$ cat src/rtl/keyer_pkg.sv
package keyer_pkg;

    typedef enum logic [1:0] {
        ST_IDLE = 2'd0,
        ST_MARK = 2'd1,
        ST_GAP  = 2'd2
    } keyer_state_e;

    typedef enum logic {
        EL_DIT = 1'b0,
        EL_DAH = 1'b1
    } element_e;

    localparam int DIT_UNITS = 1;
    localparam int DAH_UNITS = 3;
    localparam int UCNT_W    = $clog2(DAH_UNITS);

endpackage

$ cat src/rtl/keyer_sync.sv
module keyer_sync #(
    parameter int WIDTH  = 2,
    parameter int STAGES = 2
) (
    input  logic             clk,
    input  logic             rst,
    input  logic [WIDTH-1:0] d_in,
    output logic [WIDTH-1:0] d_out
);

    for (genvar g = 0; g < STAGES; g++) begin : g_stage
        logic [WIDTH-1:0] q;
        if (g == 0) begin : g_first
            always_ff @(posedge clk) begin
                if (rst) q <= '0;
                else     q <= d_in;
            end
        end else begin : g_next
            always_ff @(posedge clk) begin
                if (rst) q <= '0;
                else     q <= g_stage[g-1].q;
            end
        end
    end

    assign d_out = g_stage[STAGES-1].q;

endmodule

$ cat src/rtl/keyer_unit_timer.sv
module keyer_unit_timer #(
    parameter int LEN_W = 16
) (
    input  logic             clk,
    input  logic             rst,
    input  logic             hold,
    input  logic [LEN_W-1:0] len,
    output logic             unit_tick
);

    logic [LEN_W-1:0] pre_cnt;

    assign unit_tick = !hold && (pre_cnt == len - LEN_W'(1));

    always_ff @(posedge clk) begin
        if (rst || hold || unit_tick) pre_cnt <= '0;
        else                          pre_cnt <= pre_cnt + LEN_W'(1);
    end

    // prescaler never runs past the latched unit length
    a_r3_prescaler_bound: assert property (@(posedge clk) disable iff (rst)
        pre_cnt < len);

endmodule

$ cat src/rtl/keyer_tone.sv
module keyer_tone #(
    parameter int HALF_W = 12
) (
    input  logic              clk,
    input  logic              rst,
    input  logic              key,
    input  logic [HALF_W-1:0] half,
    output logic              tone
);

    logic [HALF_W-1:0] cnt;
    logic              phase;
    logic [HALF_W-1:0] half_last;

    assign half_last = (half == '0) ? '0 : half - HALF_W'(1);

    always_ff @(posedge clk) begin
        if (rst || !key) begin
            cnt   <= '0;
            phase <= 1'b0;
        end else if (cnt >= half_last) begin
            cnt   <= '0;
            phase <= ~phase;
        end else begin
            cnt   <= cnt + HALF_W'(1);
        end
    end

    assign tone = key & ~phase;

    // divider restarts from rest whenever the key drops
    a_r11_tone_rest: assert property (@(posedge clk) disable iff (rst)
        !key |=> (cnt == '0 && !phase));

endmodule

$ cat src/rtl/iambic_keyer.sv
module iambic_keyer
    import keyer_pkg::*;
#(
    parameter int UNIT_W      = 16,
    parameter int TONE_W      = 12,
    parameter int SYNC_STAGES = 2
) (
    input  logic              clk,
    input  logic              rst,
    input  logic              dit_paddle,
    input  logic              dah_paddle,
    input  logic [UNIT_W-1:0] unit_len,
    input  logic [TONE_W-1:0] tone_half,
    output logic              key_out,
    output logic              tone_out
);

    localparam logic [UCNT_W-1:0] DIT_LAST = UCNT_W'(DIT_UNITS - 1);
    localparam logic [UCNT_W-1:0] DAH_LAST = UCNT_W'(DAH_UNITS - 1);

    logic [1:0]        pad_s;
    logic              dit_s, dah_s, opp_now;
    logic              unit_tick;

    keyer_state_e      state_q, state_n;
    element_e          elem_q, elem_n;
    logic              mem_q, mem_n;
    logic [UCNT_W-1:0] ucnt_q, ucnt_n;
    logic [UNIT_W-1:0] len_q, len_n;
    logic [UCNT_W-1:0] mark_last;

    keyer_sync #(.WIDTH(2), .STAGES(SYNC_STAGES)) u_sync (
        .clk   (clk),
        .rst   (rst),
        .d_in  ({dah_paddle, dit_paddle}),
        .d_out (pad_s)
    );

    assign dit_s     = pad_s[0];
    assign dah_s     = pad_s[1];
    assign opp_now   = (elem_q == EL_DIT) ? dah_s : dit_s;
    assign mark_last = (elem_q == EL_DAH) ? DAH_LAST : DIT_LAST;

    keyer_unit_timer #(.LEN_W(UNIT_W)) u_timer (
        .clk       (clk),
        .rst       (rst),
        .hold      (state_q == ST_IDLE),
        .len       (len_q),
        .unit_tick (unit_tick)
    );

    // next-state logic
    always_comb begin
        state_n = state_q;
        elem_n  = elem_q;
        mem_n   = mem_q;
        ucnt_n  = ucnt_q;
        len_n   = len_q;
        unique case (state_q)
            ST_IDLE: begin
                len_n  = (unit_len == '0) ? UNIT_W'(1) : unit_len;
                ucnt_n = '0;
                mem_n  = 1'b0;
                if (dit_s || dah_s) begin                      // start
                    state_n = ST_MARK;
                    elem_n  = dit_s ? EL_DIT : EL_DAH;
                end
            end
            ST_MARK: begin
                if (opp_now) mem_n = 1'b1;
                if (unit_tick) begin
                    if (ucnt_q == mark_last) begin             // mark_done
                        state_n = ST_GAP;
                        ucnt_n  = '0;
                    end else begin
                        ucnt_n  = ucnt_q + UCNT_W'(1);
                    end
                end
            end
            ST_GAP: begin
                if (opp_now) mem_n = 1'b1;
                if (unit_tick) begin
                    mem_n = 1'b0;
                    if (mem_q || opp_now) begin                // next_opposite
                        state_n = ST_MARK;
                        elem_n  = (elem_q == EL_DIT) ? EL_DAH : EL_DIT;
                    end else if (elem_q == EL_DIT ? dit_s : dah_s) begin
                        state_n = ST_MARK;                     // repeat
                    end else begin
                        state_n = ST_IDLE;                     // release
                    end
                end
            end
            default: state_n = ST_IDLE;
        endcase
    end

    // state register
    always_ff @(posedge clk) begin
        if (rst) begin
            state_q <= ST_IDLE;
            elem_q  <= EL_DIT;
            mem_q   <= 1'b0;
            ucnt_q  <= '0;
            len_q   <= UNIT_W'(1);
        end else begin
            state_q <= state_n;
            elem_q  <= elem_n;
            mem_q   <= mem_n;
            ucnt_q  <= ucnt_n;
            len_q   <= len_n;
        end
    end

    // outputs
    always_comb begin
        key_out = (state_q == ST_MARK);
    end

    keyer_tone #(.HALF_W(TONE_W)) u_tone (
        .clk  (clk),
        .rst  (rst),
        .key  (key_out),
        .half (tone_half),
        .tone (tone_out)
    );

    // reset leaves the keyer idle
    a_r1_reset_idle: assert property (@(posedge clk)
        rst |=> (state_q == ST_IDLE && !mem_q));

    // unit counter stays inside a dah
    a_r3_unit_bound: assert property (@(posedge clk) disable iff (rst)
        ucnt_q <= DAH_LAST);

    // memory is clear when a mark begins
    a_r6_mem_clear_on_start: assert property (@(posedge clk) disable iff (rst)
        $rose(key_out) |-> !mem_q);

    // remembered press flips the element
    a_r6_mem_flips: assert property (@(posedge clk) disable iff (rst)
        (state_q == ST_GAP && mem_q && unit_tick) |=>
            (state_q == ST_MARK && elem_q != $past(elem_q)));

    // dit wins a simultaneous idle press
    a_r8_dit_first: assert property (@(posedge clk) disable iff (rst)
        (state_q == ST_IDLE && dit_s && dah_s) |=> elem_q == EL_DIT);

    // a mark always passes through a gap before idle
    a_r9_gap_before_idle: assert property (@(posedge clk) disable iff (rst)
        (state_q == ST_MARK) |=> state_q != ST_IDLE);

    // unit length only changes while idle
    a_r10_len_frozen: assert property (@(posedge clk) disable iff (rst)
        (state_q != ST_IDLE) |=> $stable(len_q));

endmodule

$ cat config.mk
export PLATFORM = sky130hd
export DESIGN_NAME = iambic_keyer
export DESIGN_NICKNAME = d
export VERILOG_FILES = /design/src/rtl/keyer_pkg.sv /design/src/rtl/keyer_sync.sv /design/src/rtl/keyer_unit_timer.sv /design/src/rtl/keyer_tone.sv /design/src/rtl/iambic_keyer.sv
export SDC_FILE = /design/constraint.sdc
export NUM_CORES = 1
export LEC_CHECK = 0
export BUFFER_PORTS_ARGS = -buffer_cell sky130_fd_sc_hd__buf_2
export CAP_MARGIN = 20
export CORE_MARGIN = 2
export CORE_UTILIZATION = 30
export CTS_BUF_LIST = sky130_fd_sc_hd__clkbuf_8 sky130_fd_sc_hd__clkbuf_16
export CTS_CLUSTER_SIZE = 10
export DETAILED_ROUTE_END_ITERATION = 7
export HOLD_SLACK_MARGIN = 0.1
export PLACE_DENSITY = 0.42
export SETUP_SLACK_MARGIN = 0.15
export SLEW_MARGIN = 25
export SYNTH_ARGS = -nofsm -noshare
export SYNTH_HDL_FRONTEND = slang
export SYNTH_SLANG_ARGS = --single-unit
$ cat constraint.sdc
create_clock -name clk -period 4.55 [get_ports clk]
set_clock_uncertainty 0.05 [all_clocks]
set_input_delay 0 -clock clk [delete_from_list [all_inputs] [get_ports clk]]
set_output_delay 0 -clock clk [all_outputs]
set_load 0.1 [all_outputs]
==> impl_metrics.ini <==
[outcome]
outcome = completed

[sta]
fmax_mhz = 287
drv_slew = 0
rsz0062_at_grt = false
hold_violations = 0
period_share = 0.765
worst_pin_slew_ns = 0.641
finalCriticalPeriod_ns = 3.48
max-slew-margin-rel = 0.573
finalSetupTns_ns = 0
finalSetupViolCount = 0

[clock_network]
clock_latency_ns = 0.30
numCtsBuffers = 5
clock_path_buffers = 2
clkTransAtPathRegs_ns = 0.07
postCtsSetupRepairBufs = 0
cts_max_level = 2
cts_resized = 0
cts_tree = yes
root_buffer = clkbuf_16
cts.sinks = 55

[placed_design]
dp_hpwl_mm = 6.09
placed_cell_area_sq_mm = 0.00374
gp_congestion = 0.749
placed_cells = 573
port_buffers = 33

[power]
peakVddDrop_mv = 0.129
p_leak_nw = 1.71
p_per_area_mw_per_mm2 = 279

[logic_synthesis]
ys.flop_type = dfxtp_1
syn_nets = 466
synth_cells = 413
synth_top_cell_by_area = dfxtp_1
yosys_register_bits = 55
syn-cell-area_sq_mm = 0.00346
ys_seq_area_frac = 0.318
ys_types = 55
yosys.area.top_type_share = 0.318
synth_area_leaders = dfxtp_1, ha_1, xor2_1, nor2_1, xnor2_1
yosys_warnings = 0
syn_avg_cell_area_sq_um = 8.38
synth-edff-count = 0
synth_async_sr_flop_share = 0

[finish]
final_nets = 508
num_antenna_cells = 0
areaGrowthSynthToFinish_pct = 17.4
fin_area_sq_mm = 0.00406
layout-drive-gt1-share = 0.121
final_cells = 598

[die]
die_y_microns = 111
num_rows = 39
ioPinCount = 34
start_util = 0.306
die_w_microns = 111
dieArea_sq_mm = 0.0124
coreArea_sq_mm = 0.0113

[critical_path]
cp_top_family = simple AND/OR/NAND/NOR gates
endpoint_kind = flop
path_buf_inv = 1
worstSetupStartpointType = primary input
critPathMaxFanout = 11
cpMostUsedCell = a21o_1
path_cells = buf_2, nor3_1, nand2b_1, nor4_1, nor3b_1, nand3b_1, and2_1, ha_1, nand2b_1, a21o_1, a21o_1, a21o_1, a21oi_1, o311ai_0, a2111o_1, nor2_1
path_depth = 16
crit_type = primary input to flop
r2r.worst_path.cells = 11
cp.required_ns = 4.73
critical_path_arrival_ns = 3.66
slowest_delay_ns = 0.57
crit_path_top_delay_cell = a2111o_1
regToRegSetupSlack_ns = 1.14

[global_route]
track_usage = 0.136
antenna_found_initial = 0
grt_max_degree = 34
grt_pass1_vias = 2843
gr-total-overflow = 0
grt_pass1_wl_mm = 13.8

[job]
drv_cap = 0

[routing]
via_count = 2939
wl_per_cell_microns = 13.5
final_antenna_net_count = 0
drt_first_pass_iters = 4
drt_wl_total_mm = 8.06
drtIter0Drc = 121
drc = 0
via_per_inst = 4.91

[worst_hold_path]
holdPathStages = 2
hp-class = primary input to flop
==> report_power, final <==
| part | internal [mW] | switching (mW) |
|---|---|---|
| registers | 0.499 | 0.0291 |
| clock network | 0.216 | 0.174 |
| logic | 0.0970 | 0.117 |
| total | 0.812 | 0.320 |
==> per-layer routing <==
layer	global-route usage	vias to the layer above	share of wire	routed length (microns)
met1	0.191	1363	0.53	4250
li1	-	1519	-	-
met3	0.0272	7	0.036	294
met5	0	-	0	0
met2	0.210	50	0.42	3390
met4	0.0420	0	0.014	114
==> Yosys cell counts (all sizes together), types with 2 or more instances <==
master  instances
mux2i          20
or2             2
a21boi          2
nor3b           2
clkbuf         13
a21o            4
xnor2          24
or3             5
nand2          28
nand2b          6
nor4           11
o21ai           8
nor2           65
o21a            2
dfxtp          55
inv            13
nand3          16
nor4b           2
nor2b           6
nand4           7
a21oi          16
mux2            4
nand3b          3
and3           12
nor3            7
ha             21
a31oi           3
xor2           29
buf             5
or4             5
==> logic make-up after synthesis <==
| group | count (synthesis) | share of synthesized area |
|---|---|---|
| buf+inv | 31 | 0.0376 |
| fa+ha+maj | 21 | 0.0759 |
| simple gates | 179 | 0.268 |
| mux | 24 | 0.0709 |
| xor+xnor | 53 | 0.134 |
| flops | 55 | 0.318 |
| compound gates | 50 | 0.0955 |
==> layout make-up <==
class                           instances  area (sq um)
Fill cell                            1207          7260
Multi-Input combinational cell        327          2230
Sequential cell                        55          1100
Timing Repair Buffer                   53           360
Tap cell                              143           179
Clock buffer                            6           139
Inverter                               13          48.8
Clock inverter                          1          5.00
==> path summary, 6_finish.rpt <==
path	from	end
setup / recovery	tone_half[4]	u_tone.cnt[10]
hold / removal	rst	len_q[2]
setup reg to reg	len_q[0]	u_timer.pre_cnt[15]
hold reg to reg	u_sync.g_stage[0].q[1]	u_sync.d_out[1]
==> stage by stage <==
stage	util	setup WS (ns)	hold WS [ns]	total power, mW
finish	0.359	1.07	0.168	1.13
global route	0.359	0.698	0.204	1.20
CTS	0.359	1.07	0.184	1.16
detailed placement	0.330	0.750	0.168	0.744
global placement	0.330	0.833	0.157	0.742
floorplan	-	1.27	0.0782	0.687
==> cell usage in the layout, fill, tap and decap left out, types with 3 or more instances in the layout <==
cell type      count
nor2_1            65
dfxtp_1           55
buf_2             33
xor2_1            29
nand2_1           27
xnor2_1           24
ha_1              21
mux2i_1           20
dlygate4sd3_1     18
a21oi_1           16
nand3_1           16
inv_1             13
and3_1            12
nor4_1             8
nor3_1             7
nand4_1            7
o21ai_0            7
nand2b_1           6
nor2b_1            6
or3_1              5
clkbuf_16          5
mux2_2             4
a21o_1             4
nand3b_1           3
or4_1              3
a31oi_1            3
==> registers in the layout, indices dropped and copies added, names as in the netlist, 2 cells and up <==
name	flops
len_q	16
u_timer.pre_cnt	16
u_tone.cnt	12
state_q	2
u_sync.d_out	2
u_sync.g_stage.q	2
ucnt_q	2
==> repair_timing <==
action | in CTS | in global routing
hold buffers | 18 | 0
hold endpoints to repair | 18 | 0
setup endpoints to repair | 0 | 0
Note: power is estimated with default switching activity, not from simulation.
